**src/rtl/ilk_pkg.sv**
```systemverilog
package ilk_pkg;

    localparam int REG_W  = 5;
    localparam int NREG   = 2 * (1 << REG_W);
    localparam int IDX_W  = REG_W + 1;
    localparam int LAT_W  = 2;
    localparam int CLS_W  = 3;

    typedef enum logic [CLS_W-1:0] {
        CL_INT   = 3'd0,
        CL_FPALU = 3'd1,
        CL_FPLD  = 3'd2,
        CL_FPST  = 3'd3,
        CL_BR    = 3'd4
    } iclass_e;

    // How a consumer uses an operand
    typedef enum logic [1:0] {
        US_INTOP  = 2'd0,
        US_BRTEST = 2'd1,
        US_FPOP   = 2'd2,
        US_STDATA = 2'd3
    } use_e;

    typedef struct packed {
        logic             used;
        logic             fp;
        logic [REG_W-1:0] num;
        use_e             kind;
    } src_t;

    // Longest wait any consumer may need after this producer
    function automatic logic [LAT_W-1:0] lat_max(input iclass_e p);
        case (p)
            CL_INT:   lat_max = 2'd1;
            CL_FPALU: lat_max = 2'd3;
            CL_FPLD:  lat_max = 2'd1;
            default:  lat_max = 2'd0;
        endcase
    endfunction

    // Idle cycles a given use needs after a given producer
    function automatic logic [LAT_W-1:0] lat_need(input iclass_e p, input use_e u);
        lat_need = 2'd0;
        case (p)
            CL_INT:   if (u == US_BRTEST) lat_need = 2'd1;
            CL_FPALU: begin
                if (u == US_FPOP)   lat_need = 2'd3;
                if (u == US_STDATA) lat_need = 2'd2;
            end
            CL_FPLD:  if (u == US_FPOP) lat_need = 2'd1;
            default:  lat_need = 2'd0;
        endcase
    endfunction

endpackage

```
**src/rtl/ilk_decode.sv**
```systemverilog
module ilk_decode
    import ilk_pkg::*;
(
    input  logic [CLS_W-1:0] cls,
    input  logic [REG_W-1:0] dst,
    input  logic [REG_W-1:0] src1,
    input  logic [REG_W-1:0] src2,
    output src_t             src_a,
    output src_t             src_b,
    output logic             dst_we,
    output logic             dst_fp
);

    always_comb begin
        src_a  = '{used: 1'b0, fp: 1'b0, num: src1, kind: US_INTOP};
        src_b  = '{used: 1'b0, fp: 1'b0, num: src2, kind: US_INTOP};
        dst_we = 1'b0;
        dst_fp = 1'b0;
        case (iclass_e'(cls))
            CL_INT: begin
                src_a.used = 1'b1;
                src_b.used = 1'b1;
                dst_we     = (dst != '0);
            end
            CL_FPALU: begin
                src_a = '{used: 1'b1, fp: 1'b1, num: src1, kind: US_FPOP};
                src_b = '{used: 1'b1, fp: 1'b1, num: src2, kind: US_FPOP};
                dst_we = 1'b1;
                dst_fp = 1'b1;
            end
            CL_FPLD: begin
                src_a.used = 1'b1;
                dst_we     = 1'b1;
                dst_fp     = 1'b1;
            end
            CL_FPST: begin
                src_a.used = 1'b1;
                src_b = '{used: 1'b1, fp: 1'b1, num: src2, kind: US_STDATA};
            end
            CL_BR: begin
                src_a = '{used: 1'b1, fp: 1'b0, num: src1, kind: US_BRTEST};
            end
            default: ;
        endcase
    end

endmodule

```
**src/rtl/ilk_scoreboard.sv**
```systemverilog
module ilk_scoreboard
    import ilk_pkg::*;
(
    input  logic                             clk,
    input  logic                             rst_n,
    input  logic                             ld_en,
    input  logic [IDX_W-1:0]                 ld_idx,
    input  logic [CLS_W-1:0]                 ld_cls,
    output logic [NREG-1:0][LAT_W-1:0]       cnt_o,
    output logic [NREG-1:0][CLS_W-1:0]       cls_o
);

    typedef struct packed {
        logic [NREG-1:0][LAT_W-1:0] cnt;
        logic [NREG-1:0][CLS_W-1:0] cls;
    } sb_t;

    sb_t sb_d, sb_q;

    always_comb begin
        sb_d = sb_q;
        for (int i = 0; i < NREG; i++) begin
            if (sb_q.cnt[i] != '0) sb_d.cnt[i] = sb_q.cnt[i] - 1'b1;
            if (ld_en && (ld_idx == IDX_W'(i))) begin
                sb_d.cnt[i] = lat_max(iclass_e'(ld_cls));
                sb_d.cls[i] = ld_cls;
            end
        end
    end

    always_ff @(posedge clk or negedge rst_n) begin
        if (!rst_n) sb_q <= '0;
        else        sb_q <= sb_d;
    end

    assign cnt_o = sb_q.cnt;
    assign cls_o = sb_q.cls;

endmodule

```
**src/rtl/ilk_hazard.sv**
```systemverilog
module ilk_hazard
    import ilk_pkg::*;
(
    input  logic [NREG-1:0][LAT_W-1:0] cnt_i,
    input  logic [NREG-1:0][CLS_W-1:0] cls_i,
    input  src_t                       src_i,
    output logic                       blocked_o
);

    logic [IDX_W-1:0] idx;
    iclass_e          prod;
    logic [LAT_W:0]   sum;

    always_comb begin
        idx       = {src_i.fp, src_i.num};
        prod      = iclass_e'(cls_i[idx]);
        sum       = {1'b0, cnt_i[idx]} + {1'b0, lat_need(prod, src_i.kind)};
        blocked_o = src_i.used && (src_i.fp || (src_i.num != '0))
                    && (sum > {1'b0, lat_max(prod)});
    end

endmodule

```
**src/rtl/ilk_issue_interlock.sv**
```systemverilog
module ilk_issue_interlock
    import ilk_pkg::*;
#(
    parameter int BCNT_W       = 16,
    parameter bit DELAY_BUBBLE = 1'b1
) (
    input  logic              clk,
    input  logic              rst_n,
    input  logic              in_valid,
    input  logic [2:0]        in_class,
    input  logic [4:0]        in_dst,
    input  logic [4:0]        in_src1,
    input  logic [4:0]        in_src2,
    output logic              issue,
    output logic              stall,
    output logic [BCNT_W-1:0] bubble_cnt
);

    localparam int NSRC = 2;

    typedef struct packed {
        logic              slot;
        logic [BCNT_W-1:0] bub;
    } st_t;

    st_t st_d, st_q;

    src_t                       srcs [NSRC];
    logic [NSRC-1:0]            blk;
    logic                       dst_we, dst_fp;
    logic [NREG-1:0][LAT_W-1:0] cnt;
    logic [NREG-1:0][CLS_W-1:0] pcls;
    logic                       br_issue;

    ilk_decode u_dec (
        .cls    (in_class),
        .dst    (in_dst),
        .src1   (in_src1),
        .src2   (in_src2),
        .src_a  (srcs[0]),
        .src_b  (srcs[1]),
        .dst_we (dst_we),
        .dst_fp (dst_fp)
    );

    for (genvar g = 0; g < NSRC; g++) begin : g_hz
        ilk_hazard u_hz (
            .cnt_i     (cnt),
            .cls_i     (pcls),
            .src_i     (srcs[g]),
            .blocked_o (blk[g])
        );
    end

    ilk_scoreboard u_sb (
        .clk    (clk),
        .rst_n  (rst_n),
        .ld_en  (issue && dst_we),
        .ld_idx ({dst_fp, in_dst}),
        .ld_cls (in_class),
        .cnt_o  (cnt),
        .cls_o  (pcls)
    );

    if (DELAY_BUBBLE) begin : g_slot
        assign br_issue = issue && (iclass_e'(in_class) == CL_BR);
    end else begin : g_noslot
        assign br_issue = 1'b0;
    end

    always_comb begin
        issue    = in_valid && (blk == '0) && !st_q.slot;
        stall    = in_valid && !issue;
        st_d     = st_q;
        st_d.slot = br_issue;
        if (stall) st_d.bub = st_q.bub + 1'b1;
    end

    always_ff @(posedge clk or negedge rst_n) begin
        if (!rst_n) st_q <= '0;
        else        st_q <= st_d;
    end

    assign bubble_cnt = st_q.bub;

endmodule

```
**config.mk**
```make
export PLATFORM = sky130hd
export DESIGN_NAME = ilk_issue_interlock
export DESIGN_NICKNAME = d
export VERILOG_FILES = /design/src/rtl/ilk_pkg.sv /design/src/rtl/ilk_decode.sv /design/src/rtl/ilk_scoreboard.sv /design/src/rtl/ilk_hazard.sv /design/src/rtl/ilk_issue_interlock.sv
export SDC_FILE = /design/constraint.sdc
export NUM_CORES = 1
export LEC_CHECK = 0
export BUFFER_PORTS_ARGS = -buffer_cell sky130_fd_sc_hd__buf_2
export CORE_ASPECT_RATIO = 1.5
export CORE_MARGIN = 3
export CORE_UTILIZATION = 35
export CTS_CLUSTER_SIZE = 16
export DETAILED_ROUTE_END_ITERATION = 8
export PLACE_DENSITY = 0.53
export SYNTH_ARGS = -nofsm -noshare
export SYNTH_HDL_FRONTEND = slang
export SYNTH_SLANG_ARGS = --single-unit
```
**constraint.sdc**
```tcl
create_clock -name clk -period 12 [get_ports clk]
set_input_delay 0 -clock clk [delete_from_list [all_inputs] [get_ports clk]]
set_output_delay 0 -clock clk [all_outputs]
set_load 0.1 [all_outputs]
```
# Word level (Yosys, flattened, before mapping)
# Index checks and enable logic that the tools add are counted.
# word_totals
output_inout_bits	18
ff_bits	337
inputBits	21
elab_cells	652
# classes
eq_ne	77
n_addsub	67
mux	155
reduce_logical	219
n_lt_le_gt_ge	4
# ops
op	count
two-way mux 2 bit	134
nonzero test 2 bit	128
== test 6 bit, second input constant	32
subtractor 2 x 1 -> 2 bit, second input constant	64
== test 6 x 5 -> 1 bit, second input constant	16
logical AND 1 bit	73
== test 6 x 4 -> 1 bit, second input constant	8
binary-select mux 3 bit (select 6 bit)	2
case mux 8 bit (2 select lines)	2
binary-select mux 2 bit (select 6 bit)	2
== test 6 x 3 -> 1 bit, second input constant	4
adder 16 x 1 -> 16 bit, second input constant	1
nonzero test 5 bit	3
less-than comparator 6 x 7 -> 1 bit, second input constant	2
== test 3 x 2 -> 1 bit, second input constant	4
== test 6 x 2 -> 1 bit, second input constant	2
case mux 2 bit (2 select lines)	3
case mux 2 bit (3 select lines)	2
== test 3 x 1 -> 1 bit, second input constant	3
zero test 3 bit	3
== test 2 bit, second input constant	4
OR reduction 2 bit	4
two-way mux 1 bit	7
adder 2 x 2 -> 3 bit	2
12 further kinds	17

# Longest topological paths before layout
# depth
word_depth	15
mapped_depth	26
ltp_nobuf	19

# Modules after synthesis
# From an unflattened synthesis, not the netlist that was laid out.
# unflattened
cells_unflattened	1679
area_unflattened_um2	21489.4
# modules_own_cells
mod	seq_area_each_um2	cells_each	area_per_inst_um2	n_inst
ilk_scoreboard	8007.7	1156	14884.3	1
ilk_hazard	0.0	208	2750.1	2
ilk_issue_interlock	425.4	82	907.1	1
ilk_decode	0.0	25	197.7	1

# Worst setup path before layout
# OpenSTA, ideal clock, no wires.
# synth_path
kind	input port to flip-flop
from	in in_src2[1]
to	reg u_sb.sb_q, in the netlist u_sb.cls_o[129]
required_ps	11872
setup_time_ps	128
path_stages	18
arrival_time_ps	5018
setup_slack_ps	6855
path_buffers	3
cell_sequence	clkbuf_1 -> clkbuf_1 -> mux4_2 -> mux4_2 -> mux4_2 -> or3b_1 -> or2_1 -> fa_1 -> inv_1 -> ha_1 -> nor2b_1 -> o21ai_0 -> a221oi_1 -> nor3_2 -> nand4b_1 -> clkbuf_1 -> nor2_1 -> mux2_1
# synth_between
elab_chain_len	13
elab_cells_between_ends	22
cone_classes	1 x add/sub; 1 x order compare; 2 x eq/ne; 7 x mux; 11 x reduce/logical
# synth_rtl
item	line	rtl
from (decl)	ilk_issue_interlock.sv:13	input logic [4:0] in_src2,
case mux 8 bit (2 select lines) *	ilk_decode.sv:19	case (iclass_e'(cls))
binary-select mux 3 bit (select 6 bit)	ilk_hazard.sv:16	prod = iclass_e'(cls_i[idx]);
two-way mux 3 bit (implied by the code)	ilk_hazard.sv:16	
== test 3 x 2 -> 1 bit (tied with other cells)	ilk_pkg.sv:34, ilk_pkg.sv:45	
case mux 2 bit (3 select lines) / OR reduction 2 bit (equally long branches)	--	
adder 2 x 2 -> 3 bit / case mux 2 bit (2 select lines) (equally long branches)	ilk_hazard.sv:17, ilk_pkg.sv:34	
> comparator 3 x 2 -> 1 bit	ilk_hazard.sv:19	&& (sum > {1'b0, lat_max(prod)});
logical AND 1 bit *	ilk_hazard.sv:19	
zero test 2 bit *	ilk_issue_interlock.sv:72	issue = in_valid && (blk == '0) && !st_q.slot;
logical AND 1 bit * (2 in series)	ilk_issue_interlock.sv:72	
logical AND 1 bit *	ilk_issue_interlock.sv:58	.ld_en (issue && dst_we),
logical AND 1 bit *	ilk_scoreboard.sv:24	if (ld_en && (ld_idx == IDX_W'(i))) begin
to (signal assigned)	ilk_scoreboard.sv:32	if (!rst_n) sb_q <= '0;
to (signal assigned)	ilk_scoreboard.sv:33	else sb_q <= sb_d;
to (decl)	ilk_scoreboard.sv:18	sb_t sb_d, sb_q;
# Mark *: on every way between the ends. The rest lies on a longest branch, timed or not. The select of a mux whose other input is x is not followed.
# A chain may end at the register's enable or synchronous reset.

# Worst setup path in the final report
# layout_path
from	in in_src2[0]
to	reg u_sb.sb_q, in the netlist u_sb.cls_o[102]
# Same word-level chain as after synthesis.

==> impl_metrics.env <==
export IMPL_synth_ff_type="dfrtp_1"
export IMPL_routabilityCongestion=0.8754
export IMPL_core_area_mm2=0.05518
export IMPL_tritoncts="built"
export IMPL_clock_latency_ns=0.55
export IMPL_crit_slowest_cell="buf_4"
export IMPL_worstReg2RegStart="u_sb.cls_o[131]$_DFFE_PN0P_"
export IMPL_start_util_pct=35.60
export IMPL_syn_area_mm2=0.01964
export IMPL_tns_ns=0
export IMPL_avgSynthCellArea_um2=12.46
export IMPL_yosysMostFrequentCell="dfrtp_1"
export IMPL_syn_inst=1576
export IMPL_grt_pass1_wl_um=88280
export IMPL_hp_class="in2async"
export IMPL_ys_async_sr_fraction_pct=100.0
export IMPL_yosysTopAreaCellShare_pct=42.93
export IMPL_ir_drop_uv=102.4
export IMPL_grt_overflow=0
export IMPL_cts_htree_levels=2
export IMPL_final_period_utilization_pct=52.82
export IMPL_crit_buf_inv=4
export IMPL_power_uw=4518
export IMPL_cp_common_cell="mux4_2"
export IMPL_max_freq_mhz=157.8
export IMPL_critPathTopFamily="multiplexers"
export IMPL_final_max_slew_viol_count=0
export IMPL_diodes=0
export IMPL_outcome="complete, no violations"
export IMPL_detailed_place_hpwl_um=41020
export IMPL_fin_skew_ns=0.01747
export IMPL_layout_drive_gt1_share_pct=20.64
export IMPL_fillers=5221
export IMPL_cts_root_buf="clkbuf_16"
export IMPL_crit_type="in2reg"
export IMPL_worstPathCellList="buf_6 > buf_4 > mux4_2 > mux4_2 > mux4_2 > or3b_1 > or2_1 > fa_1 > inv_1 > ha_1 > nor2b_1 > o21ai_0 > a221oi_1 > nor3_2 > nand4b_1 > buf_4 > nor2_1 > mux2_1"
export IMPL_power_density_mw_per_mm2=209.3
export IMPL_rsz0062_at_grt="no"
export IMPL_syn_nets=1670
export IMPL_grt_start_max_net_pins=82
export IMPL_drcViolationCount=0
export IMPL_syn_to_final_growth_pct=9.905
export IMPL_yosysWarnings=0
export IMPL_cts_buffers=36
export IMPL_antenna_found_initial=1
export IMPL_power_leakage_uw=0.009735
export IMPL_hold_violations=0
export IMPL_grt_pass1_vias=13610
export IMPL_routed_wl_um=58490
export IMPL_synth_area_top_cells="dfrtp_1 (43%), mux4_2 (22%), ha_1 (4.5%), a21boi_1 (3.4%), mux2_1 (3.2%)"
export IMPL_crit_path_end_kind="flip-flop"
export IMPL_drtPass1Iterations=5
export IMPL_cts_sinks=337
export IMPL_ff_latch_area_mm2=0.008433
export IMPL_maxCapViolCount=0
export IMPL_multi_input_area_mm2=0.01018
export IMPL_final_nets=1661
export IMPL_required_ns=12.42
export IMPL_post_route_min_period_ns=6.339
export IMPL_die_h_um=296.1
export IMPL_cp_max_fo=46
export IMPL_io_buffers=38
export IMPL_synth_distinct_cells=53
export IMPL_synth_commonest_cells="dfrtp_1 (337), mux4_2 (195), inv_1 (145)"
export IMPL_ant_nets=0
export IMPL_synth_edff_count=0
export IMPL_clock_path_buffers=3
export IMPL_ys_seq_area_share_pct=42.93
export IMPL_viasPerCell=5.756
export IMPL_post_cts_buffers=0
export IMPL_die_area_mm2=0.05906
export IMPL_tightest_slew_ns=1.208
export IMPL_synth_seq_cells=337
export IMPL_worstPathArrival_ns=6.76
export IMPL_wire_per_inst_um=25.55
export IMPL_cp_start_kind="input port"
export IMPL_cpPeakStageDelay_ns=0.72
export IMPL_yosysTopAreaCell="dfrtp_1"
export IMPL_track_usage_pct=20.06
export IMPL_io_pins=39
export IMPL_num_vias=13175
export IMPL_row_count=105
export IMPL_initialDrtViolationCount=763
export IMPL_setup_viol=0
export IMPL_die_w_um=199.4
export IMPL_crit_path_start="in_src2[0]"
export IMPL_slew_headroom_pct=19.20
export IMPL_path_clk_slew_ns=0.06
-- worst register-to-register path, cell delays in order (launching register included) --
cell	delay [ns]
dfrtp_1	0.40
mux4_2	0.53
mux4_2	0.56
mux4_2	0.51
or3b_1	0.40
or2_1	0.25
fa_1	0.54
inv_1	0.04
ha_1	0.29
nor2b_1	0.13
o21ai_0	0.17
a221oi_1	0.13
nor3_2	0.36
nand4b_1	0.16
buf_4	0.28
nor2_1	0.53
mux2_1	0.38
-- report_power, final --
group          internal (uW)  switching (uW)  leakage [uW]
Combinational            786             880       0.00473
Clock                    658             483      0.000590
Sequential              1420             288       0.00441
-- sequential cells by signal (all words and copies together) (netlist names) --
name / count
u_sb.cnt_o: 128
bubble_cnt: 16
st_q: 1
u_sb.cls_o: 192
-- metal layers --
metal	routed length [um]	vias up	share of wire [%]	global-route usage, %
met5	0	-	0	0
met4	3992	0	6.8	11.62
met3	1980	150	3.4	2.341
met2	30660	346	52	36.23
met1	21860	6981	37	22.81
li1	-	5698	-	-
-- what timing repair did --
| action | CTS | global route |
|---|---|---|
| hold endpoints to repair | 75 | 0 |
| hold buffers | 3 | 0 |
| resized for setup | 0 | 0 |
-- path summary, 6_finish.rpt --
check / end / slack [ns] / cells after the start
max: u_sb.cls_o[102]$_DFFE_PN0P_ / 5.66 / 18
max reg2reg: u_sb.cls_o[102]$_DFFE_PN0P_ / 6.21 / 16
min in group clk: u_sb.cls_o[50]$_DFFE_PN0P_ / 0.08 / 3
min: u_sb.cnt_o[106]$_DFFE_PN0P_ / 0.04 / 2
min reg2reg: u_sb.cls_o[2]$_DFFE_PN0P_ / 0.40 / 0
max in group asynchronous: u_sb.cls_o[99]$_DFFE_PN0P_ / 8.80 / 5
-- area by class of cell --
class	count	area share, %
Multi-Input combinational cell	989	47.14
Timing Repair Buffer	58	1.721
Tap cell	695	4.028
Clock buffer	55	5.112
Inverter	145	2.521
Clock inverter	10	0.4115
Sequential cell	337	39.06
-- metrics by stage --
step	util (%)	area [um2]	setup WS (ns)	hold slack (ns)	std cells
floorplan	-	19640	6.855	-0.2956	1576
global placement	36.91	20370	5.059	0.02545	2221
detailed placement	36.91	20370	5.150	0.02567	2221
CTS	39.12	21590	5.723	0.03790	2289
global route	39.12	21590	5.294	0.08736	2289
finish	39.12	21590	5.661	0.04413	2289
-- cells in the final DEF (no fill, tap or decap), types with 20 or more instances in the layout --
cell,instances
xor2_1,64
nor2b_1,41
mux4_2,195
o21ai_0,48
mux2_1,56
buf_4,20
ha_1,71
nand2_1,29
buf_2,33
a21oi_1,101
inv_1,145
nor2_1,114
clkbuf_16,37
o21ai_1,22
dfrtp_1,337
a21boi_1,89
mux2i_1,50
-- kinds of logic (layout without fill, tap and decap cells) --
logic type,after synthesis,in the layout,synth area share (%)
mux,311,311,28.69
compound gates,286,286,8.841
simple gates,238,238,5.746
buf+inv,250,268,5.453
xor+xnor,81,81,3.612
fa+ha+maj,73,73,4.726
flops,337,337,42.93
Note: power is estimated with default switching activity, not from simulation.
